$ cat src/rtl/drb_pkg.sv
package drb_pkg;

    typedef enum logic [3:0] {
        FLD_NONE,
        FLD_BASE_LO,
        FLD_BASE_HI,
        FLD_SIZE,
        FLD_HEAD,
        FLD_TAIL,
        FLD_CTRL,
        FLD_CRED,
        FLD_SPARE
    } field_e;

    localparam int WIN_BITS  = 5;
    localparam int RIDX_BITS = 7;

endpackage

$ cat src/rtl/drb_decode.sv
module drb_decode #(
    parameter int NUM_RINGS = 4
) (
    input  logic [12:0]                       addr_i,
    output logic                              hit_o,
    output logic [drb_pkg::RIDX_BITS-1:0]     ring_o,
    output drb_pkg::field_e                   field_o
);
    import drb_pkg::*;

    always_comb begin
        ring_o  = addr_i[11:WIN_BITS];
        hit_o   = addr_i[12] && (int'(ring_o) < NUM_RINGS) && (addr_i[1:0] == 2'b00);
        field_o = FLD_NONE;
        if (hit_o) begin
            case (addr_i[4:2])
                3'd0:    field_o = FLD_BASE_LO;
                3'd1:    field_o = FLD_BASE_HI;
                3'd2:    field_o = FLD_SIZE;
                3'd3:    field_o = FLD_HEAD;
                3'd4:    field_o = FLD_TAIL;
                3'd5:    field_o = FLD_CTRL;
                3'd6:    field_o = FLD_CRED;
                default: field_o = FLD_SPARE;
            endcase
        end
    end

endmodule

$ cat src/rtl/drb_ring.sv
module drb_ring #(
    parameter int IDX_W = 16
) (
    input  logic                 clk,
    input  logic                 rst_n,
    input  logic                 wr_en_i,
    input  drb_pkg::field_e      field_i,
    input  logic [31:0]          wdata_i,
    input  logic                 complete_i,
    output logic [63:0]          base_o,
    output logic [IDX_W:0]       size_o,
    output logic [IDX_W-1:0]     head_o,
    output logic [IDX_W-1:0]     tail_o,
    output logic [31:0]          credits_o,
    output logic [31:0]          spare_o,
    output logic                 empty_o,
    output logic                 full_o,
    output logic                 err_o
);
    import drb_pkg::*;

    typedef struct packed {
        logic [63:0]      base;
        logic [IDX_W:0]   size;
        logic [IDX_W-1:0] head;
        logic [IDX_W-1:0] tail;
        logic [31:0]      cred;
        logic [31:0]      spare;
        logic             err;
    } ring_st_t;

    ring_st_t s_d, s_q;

    logic [IDX_W-1:0] mask_idx;
    logic [IDX_W-1:0] head_inc;
    logic [IDX_W-1:0] tail_inc;
    logic [IDX_W-1:0] dist_new;
    logic [IDX_W-1:0] dist_old;
    logic             size_ok;
    logic             head_ok;
    logic             clear;

    always_comb begin
        s_d      = s_q;
        mask_idx = IDX_W'(s_q.size - 1'b1);
        head_inc = (s_q.head + 1'b1) & mask_idx;
        tail_inc = (s_q.tail + 1'b1) & mask_idx;
        empty_o  = (s_q.head == s_q.tail);
        full_o   = (head_inc == s_q.tail);

        size_ok  = (wdata_i[31:IDX_W+1] == '0) && ($countones(wdata_i) == 1) && !wdata_i[0];
        dist_new = (wdata_i[IDX_W-1:0] - s_q.tail) & mask_idx;
        dist_old = (s_q.head - s_q.tail) & mask_idx;
        head_ok  = (wdata_i[31:IDX_W+1] == '0) && (wdata_i[IDX_W:0] < s_q.size)
                   && (dist_new >= dist_old);

        clear = wr_en_i && ((field_i == FLD_BASE_LO) || (field_i == FLD_BASE_HI)
                || ((field_i == FLD_SIZE) && size_ok) || ((field_i == FLD_CTRL) && wdata_i[0]));

        if (complete_i && !empty_o) begin
            s_d.tail = tail_inc;
        end

        if (wr_en_i) begin
            case (field_i)
                FLD_BASE_LO: s_d.base[31:0]  = {wdata_i[31:3], 3'b000};
                FLD_BASE_HI: s_d.base[63:32] = wdata_i;
                FLD_SIZE:    if (size_ok) s_d.size = wdata_i[IDX_W:0];
                FLD_HEAD: begin
                    if (head_ok) s_d.head = wdata_i[IDX_W-1:0];
                    else         s_d.err  = 1'b1;
                end
                FLD_CTRL:    if (wdata_i[0]) s_d.err = 1'b0;
                FLD_CRED:    s_d.cred  = wdata_i;
                FLD_SPARE:   s_d.spare = wdata_i;
                default:     ;
            endcase
        end

        if (clear) begin
            s_d.head = '0;
            s_d.tail = '0;
        end
    end

    always_ff @(posedge clk) begin
        if (!rst_n) begin
            s_q      <= '0;
            s_q.size <= (IDX_W+1)'(2);
        end else begin
            s_q <= s_d;
        end
    end

    assign base_o    = s_q.base;
    assign size_o    = s_q.size;
    assign head_o    = s_q.head;
    assign tail_o    = s_q.tail;
    assign credits_o = s_q.cred;
    assign spare_o   = s_q.spare;
    assign err_o     = s_q.err;

    a_r3_size_pow2: assert property (@(posedge clk) disable iff (!rst_n)
        ($countones(s_q.size) == 1) && !s_q.size[0]);

    a_r7_head_in_range: assert property (@(posedge clk) disable iff (!rst_n)
        (IDX_W+1)'(s_q.head) < s_q.size);

    a_r7_reject_keeps_head: assert property (@(posedge clk) disable iff (!rst_n)
        $rose(err_o) |-> $stable(head_o));

    a_r8_empty_strobe_ignored: assert property (@(posedge clk) disable iff (!rst_n)
        (complete_i && empty_o && !wr_en_i) |=> $stable(tail_o));

    a_r8_tail_needs_cause: assert property (@(posedge clk) disable iff (!rst_n)
        (!complete_i && !wr_en_i) |=> $stable(tail_o));

    a_r6_never_empty_and_full: assert property (@(posedge clk) disable iff (!rst_n)
        !(empty_o && full_o));

endmodule

$ cat src/rtl/desc_ring_bank.sv
module desc_ring_bank #(
    parameter int NUM_RINGS = 4,
    parameter int IDX_W     = 16
) (
    input  logic                 clk,
    input  logic                 rst_n,
    input  logic                 host_wr,
    input  logic [12:0]          host_addr,
    input  logic [31:0]          host_wdata,
    output logic [31:0]          host_rdata,
    input  logic [NUM_RINGS-1:0] ring_done,
    output logic [NUM_RINGS-1:0] ring_empty,
    output logic [NUM_RINGS-1:0] ring_full,
    output logic [NUM_RINGS-1:0] head_err
);
    import drb_pkg::*;

    logic                  dec_hit;
    logic [RIDX_BITS-1:0]  dec_ring;
    field_e                dec_field;

    logic [63:0]      base_a  [NUM_RINGS];
    logic [IDX_W:0]   size_a  [NUM_RINGS];
    logic [IDX_W-1:0] head_a  [NUM_RINGS];
    logic [IDX_W-1:0] tail_a  [NUM_RINGS];
    logic [31:0]      cred_a  [NUM_RINGS];
    logic [31:0]      spare_a [NUM_RINGS];

    drb_decode #(.NUM_RINGS(NUM_RINGS)) u_dec (
        .addr_i  (host_addr),
        .hit_o   (dec_hit),
        .ring_o  (dec_ring),
        .field_o (dec_field)
    );

    for (genvar g = 0; g < NUM_RINGS; g++) begin : g_ring
        localparam logic [RIDX_BITS-1:0] RID = RIDX_BITS'(g);
        logic sel_wr;
        assign sel_wr = host_wr && dec_hit && (dec_ring == RID);

        drb_ring #(.IDX_W(IDX_W)) u_ring (
            .clk        (clk),
            .rst_n      (rst_n),
            .wr_en_i    (sel_wr),
            .field_i    (dec_field),
            .wdata_i    (host_wdata),
            .complete_i (ring_done[g]),
            .base_o     (base_a[g]),
            .size_o     (size_a[g]),
            .head_o     (head_a[g]),
            .tail_o     (tail_a[g]),
            .credits_o  (cred_a[g]),
            .spare_o    (spare_a[g]),
            .empty_o    (ring_empty[g]),
            .full_o     (ring_full[g]),
            .err_o      (head_err[g])
        );
    end

    always_comb begin
        host_rdata = '0;
        for (int r = 0; r < NUM_RINGS; r++) begin
            if (dec_hit && (dec_ring == RIDX_BITS'(r))) begin
                case (dec_field)
                    FLD_BASE_LO: host_rdata = base_a[r][31:0];
                    FLD_BASE_HI: host_rdata = base_a[r][63:32];
                    FLD_SIZE:    host_rdata = 32'(size_a[r]);
                    FLD_HEAD:    host_rdata = 32'(head_a[r]);
                    FLD_TAIL:    host_rdata = 32'(tail_a[r]);
                    FLD_CRED:    host_rdata = cred_a[r];
                    FLD_SPARE:   host_rdata = spare_a[r];
                    default:     host_rdata = '0;
                endcase
            end
        end
    end

    a_r10_unmapped_reads_zero: assert property (@(posedge clk) disable iff (!rst_n)
        !dec_hit |-> (host_rdata == '0));

    a_r2_ctrl_reads_zero: assert property (@(posedge clk) disable iff (!rst_n)
        (dec_field == FLD_CTRL) |-> (host_rdata == '0));

endmodule

$ cat config.mk
export PLATFORM = sky130hd
export DESIGN_NAME = desc_ring_bank
export DESIGN_NICKNAME = d
export VERILOG_FILES = /design/src/rtl/drb_pkg.sv /design/src/rtl/drb_decode.sv /design/src/rtl/drb_ring.sv /design/src/rtl/desc_ring_bank.sv
export SDC_FILE = /design/constraint.sdc
export NUM_CORES = 2
export LEC_CHECK = 0
export CAP_MARGIN = 25
export CORE_MARGIN = 3
export CORE_UTILIZATION = 50
export CTS_CLUSTER_SIZE = 16
export DETAILED_ROUTE_END_ITERATION = 7
export PLACE_DENSITY = 0.72
export SYNTH_ARGS = -nofsm -noshare
export SYNTH_HDL_FRONTEND = slang
export SYNTH_SLANG_ARGS = --single-unit
export TNS_END_PERCENT = 20
$ cat constraint.sdc
create_clock -name clk -period 7.5 [get_ports clk]
set_input_delay 0.75 -clock clk [delete_from_list [all_inputs] [get_ports clk]]
set_output_delay 0.75 -clock clk [all_outputs]
set_load 0.02 [all_outputs]
# Word level (Yosys, flattened, before mapping)
# Index checks and enable logic that the tools add are counted.
# word_totals
register_bits	700
input_bits	52
word_cells	235
# classes
n_lt_le_gt_ge	9
n_bitwise	17
n_addsub	51
n_reduce_logical	76
mux	19
n_eq_ne	31
# ops
op	count
case mux 32 bit (7 select lines)	4
adder 32 bit	15
AND 16 bit	16
adder 16 x 1 -> 16 bit (second input constant)	8
== test 16 bit	8
two-way mux 32 bit	4
subtractor 16 bit	8
< comparator 17 bit	4
>= comparator 16 bit	4
subtractor 16 x 1 -> 16 bit (second input constant)	4
adder 1 x 1 -> 2 bit	16
== test 32 x 2 -> 1 bit (second input constant)	1
AND reduction 2 bit	16
logical AND 1 bit	31
case mux 4 bit (7 select lines)	1
AND reduction 3 bit	8
== test 4 x 3 -> 1 bit (second input constant)	4
AND reduction 4 bit	4
zero test 15 bit	1
== test 7 x 2 -> 1 bit (second input constant)	2
inequality test 2 bit (second input constant)	5
== test 3 bit (second input constant)	3
== test 4 x 2 -> 1 bit (second input constant)	2
case mux 1 bit (2 select lines)	4
16 further kinds	30

# Longest topological paths before layout
# depth
depth_word	13
ltp_mapped	22
mapped_depth_nobuf	21

# Cells and area by module
# A second synthesis with hierarchy kept.
# hier_totals
hier_cells	6096
hier_area_um2	48516.5
# modules_own_cells
module	area_per_inst_um2	cells_per_inst	n_inst
drb_ring (g_ring[0].u_ring ...)	10605.2	1309	2
drb_ring (g_ring[2].u_ring)	10685.2	1299	1
drb_ring (g_ring[3].u_ring)	10621.4	1321	1
desc_ring_bank	5868.1	840	1
drb_decode	131.4	18	1

# Worst setup path after synthesis
# Ideal clock, no wire load.
# synth_timing
path_type	in2reg
startpoint	input port host_wdata[8]
endpoint	register g_ring[1].u_ring.s_q, in the netlist g_ring[1].u_ring.size_o[15]
arrival_time_ns	5.630
slack_ns	1.800
setup_ns	0.070
cell_stages	21
required_time_ns	7.430
n_path_buf	1
cell_sequence	ha_1 -> inv_1 -> fa_1 -> inv_1 -> fa_1 -> inv_1 -> fa_1 -> fa_1 -> fa_1 -> inv_1 -> ha_1 -> inv_1 -> fa_1 -> a2111oi_0 -> a21oi_1 -> nor3_1 -> nand2_1 -> nor2_1 -> clkbuf_1 -> nand2_1 -> a21oi_1
# synth_between
elab_chain_cells	9
# synth_rtl
element	line_no	rtl
start, declared	desc_ring_bank.sv:9	input logic [31:0] host_wdata,
adder 1 x 1 -> 2 bit (implied by the code)	drb_ring.sv:51	size_ok = (wdata_i[31:IDX_W+1] == '0) && ($countones(wdata_i) == 1) && !wdata_i[0];
adder 32 bit (implied by the code) (4 in a row)	drb_ring.sv:51	
== test 32 x 2 -> 1 bit	drb_ring.sv:51	
logical AND 1 bit (2 in a row)	drb_ring.sv:51	
AND reduction 3 bit (no source line)	-	
end, declared	drb_ring.sv:32	ring_st_t s_d, s_q;
# No other way between the ends.
# A chain may end at the register's enable or synchronous reset.

# Worst setup path in the final report
# layout_timing
startpoint	input port host_addr[7]
endpoint	output port host_rdata[11]
# layout_between
elab_chain_cells	10
elab_cells_between_ends	27
cone_classes	order compare: 1; eq/ne: 10; mux: 9; reduce/logical: 7
# layout_rtl
element	line_no	rtl
start, declared	desc_ring_bank.sv:8	input logic [12:0] host_addr,
< comparator 7 x 3 -> 1 bit	drb_decode.sv:13	hit_o = addr_i[12] && (int'(ring_o) < NUM_RINGS) && (addr_i[1:0] == 2'b00);
logical AND 1 bit (2 in a row)	drb_decode.sv:13	
two-way mux 4 bit	drb_decode.sv:15	if (hit_o) begin
== test 4 bit, or another cell as far along	desc_ring_bank.sv:64	case (dec_field)
case mux 32 bit (7 select lines)	desc_ring_bank.sv:64	
two-way mux 32 bit (3 in a row)	desc_ring_bank.sv:63	if (dec_hit && (dec_ring == RIDX_BITS'(r))) begin
two-way mux 32 bit (*)	desc_ring_bank.sv:63	
end, declared	desc_ring_bank.sv:10	output logic [31:0] host_rdata,
# Every way passes the cells marked *; elsewhere a longest branch is shown, timed or not.

==> metrics <==
status=finished, violations left; violated checks=DRC; Root Driver=clkbuf_16; RSZ-0062 raised after global routing=no; Detailed Routing Iterations Pass 1=8; Clock Skew=0.0224 ns; Net Sw Frac=26.5%; #FFs+latches synth=700; Clock Tree Buf Depth=3; fin. max-slew vios=0; Initial Util=50.7%; CTS sink cnt=700; Rows=106; layout filler cell count=7,892; Final WS setup=0.847 ns; Pint=6320 µW; Core ar.=84,100 µm²; CP Class=in2out; Clk pin slew, worst setup/hold paths=0.06 ns; Hold Path Class=reg2reg; met2 usage=51.9%; final period utilization=88.7%; Highest Clock Rate=150 MHz; dominant cells by area after synthesis=dfxtp_1 33%, nand2_1 12%, a21oi_1 9.0%; Least-Margin Pin Slew=1.27 ns; sequential power share=43.4%; maximum vdd drop=0.194 mV; R2R depth=19; Post-synth EDFFs=0; final worst path period need=6.65 ns; hold path depth=2; Total GRT Usage=33.2%; HPWL after DPL=106 mm; slew margin rel.=15.2%; # setup viols final=0; DRT iter0 DRCs=5,163; post-route ant nets=0; grt ovf=0; top cell type by total area after synthesis=dfxtp_1; TNS Setup=0 ns; Port Buf Inserts=95; Ports=96; synth warn=0; cts bufs inserted=69; layout cells sized above 1=5.62%; TritonCTS clock tree=done; async set-reset flop share out of synthesis=0%; detailed-route wire length=154 mm; CTS resizes=0; routed vias/inst=6.26; Logic pwr share=13.7%; power density over the cells=183 nW/µm²; synth unique cells=74; mapped cell area=42,600 µm²; CTS H-tree lvls=3; Post-route DRC=1; final hold viol count=0; Syn Inst Count=5,649; clock power share=42.8%; Die Wd=298 µm; syn_nets=6,023; die area=88,800 µm²; GP Congestion=0.951; max-cap viol count=0; Synth Flop Type=dfxtp_1; first-pass GRT wire length=233 mm; CP Capture Type=primary output; Storage cell area=14,000 µm²; initial antenna violation count=12; M3 GR Usage=6.92%; met1 usage=43.0%; synthesized area per cell=7.55 µm²; Critical Path AT=5.90 ns; GR peak layer=met2; final net count=5,909; vias in the first global route=38.9k; area share of the largest cell type after synthesis=32.9%; Multi-input gate area=26,400 µm²; Hold-fix buffers, CTS=0; CP Launch Type=input pin; Lkg Pwr=0.0162 µW; Place WS=0.675 ns; crit path max fanout=46; largest net degree at the start of global routing=228; wire length per cell=22.9 µm; # Post-CTS Setup Buffers=0; Die Y=298 µm; Syn-to-layout area delta=10.2%; via count=42.1k; Seq/Total Area, Yosys=32.9%; required time worst endpoint=6.75 ns; Psw=2280 µW; worst-skew pair later-pin latency=0.63 ns
-- final timing paths --
check / start / to / slack, ns
setup / recovery: host_addr[7] / host_rdata[11] / 0.85
hold / removal: g_ring[2].u_ring.base_o[23]$_SDFFE_PN0P_ / g_ring[2].u_ring.base_o[23]$_SDFFE_PN0P_ / 0.45
setup reg to reg: g_ring[2].u_ring.tail_o[3]$_SDFFE_PP0P_ / g_ring[2].u_ring.head_o[2]$_SDFFE_PP0P_ / 1.75
hold reg to reg: g_ring[2].u_ring.base_o[23]$_SDFFE_PN0P_ / g_ring[2].u_ring.base_o[23]$_SDFFE_PN0P_ / 0.45
-- flip-flops by register name, summed over array words and instances (netlist names) --
signal,flops
g_ring.u_ring.head_o,64
g_ring.u_ring.size_o,68
g_ring.u_ring.err_o,4
g_ring.u_ring.base_o,244
g_ring.u_ring.tail_o,64
g_ring.u_ring.spare_o,128
g_ring.u_ring.credits_o,128
-- routing by layer --
metal / share of wire (%) / wire length [µm] / vias to the layer above
li1: - / - / 19520
met1: 39 / 60300 / 19719
met2: 44 / 68000 / 2358
met3: 11 / 16700 / 468
met4: 5.7 / 8840 / 10
met5: 0.045 / 69 / -
-- power by group through the flow --
stage                     logic [µW]  registers, µW  clock network [µW]
after global routing            1330           3740                3830
after CTS                       1170           3740                3690
final                           1180           3740                3690
after global placement          1140           3820                   0
after floorplan                  824           3810                   0
after detailed placement        1160           3820                   0
-- per-stage QoR --
stage | utilization, % | instance area, µm² | instances | total power (µW) | hold slack, ns
2_1_floorplan | - | 42600 | 5649 | 4640 | 0.431
4_1_cts | 55.9 | 47000 | 6721 | 8600 | 0.451
6_report | 55.9 | 47000 | 6725 | 8610 | 0.449
3_3_place_gp | 53.0 | 44600 | 6596 | 4960 | 0.437
3_5_place_dp | 53.1 | 44600 | 6598 | 4990 | 0.443
5_1_grt | 55.9 | 47000 | 6721 | 8890 | 0.463
-- logic make-up (layout without fill, tap and decap cells) --
logic type                 Yosys count  count (layout)  share of synthesized area, %
and+or+nand+nor                   2190            2190                          22.3
adders and majority gates          322             322                          10.0
other                                0               4                             0
AOI/OAI and AO/OA                 1460            1460                          21.5
xor gates and xnor gates           293             293                          6.02
buffers and inverters              614             552                          5.54
muxes                               70              70                          1.65
DFF                                700             700                          32.9
-- worst max-delay path, stage by stage --
cell             delay, ns
clkdlybuf4s50_1       0.41
nor4b_1               0.95
nand3_1               0.50
nor3_2                0.39
buf_4                 0.58
a22oi_1               0.18
nand3_1               0.16
a21oi_1               0.22
a2111oi_0             0.97
clkdlybuf4s50_1       0.77
-- layout make-up --
cell class,count,share of cell area [%]
clock buffers,102,4.44
clock inverters,21,0.596
diodes,4,0.0213
well taps,1134,3.02
repair buffers,216,4.21
flip-flops and latches,700,29.8
inverters,213,1.72
multi-input cells,4335,56.2
-- placed cells by master (no fill, tap or decap), types with 72 or more instances in the layout --
cell,synthesis,routed
a22oi_1,75,75
inv_1,212,212
nand3_1,110,110
a21oi_1,766,766
clkbuf_16,0,72
o21ai_0,117,117
a222oi_1,76,76
buf_4,12,104
clkdlybuf4s50_1,0,80
nand2_1,1319,1314
nor3_1,80,77
xor2_1,95,95
dfxtp_1,700,700
nor2_1,325,308
xnor2_1,198,198
a221oi_1,96,96
ha_1,288,288
-- synth_stat cells (all sizes together) (7+ instances only) --
cell type,instances
and4,13
nor3b,8
a211oi,32
xnor2,198
or3,23
and2,15
nor4,38
nor2b,35
a22oi,75
buf,35
a2111oi,23
nand4,70
o31a,8
a211o,8
xor2,95
and3,33
or4,27
a21oi,766
o21bai,7
nand2b,59
ha,288
fa,34
a22o,43
o31ai,10
a31oi,39
a21o,57
nor3,81
inv,213
o21ai,118
o21a,19
a221o,10
clkbuf,366
or2,14
nor2,326
nand2,1319
o211ai,22
o22ai,15
nand3,110
nor4b,8
a221oi,96
dfxtp,700
mux2i,68
a21boi,8
a222oi,76
Power figures use the tool's default switching activity.
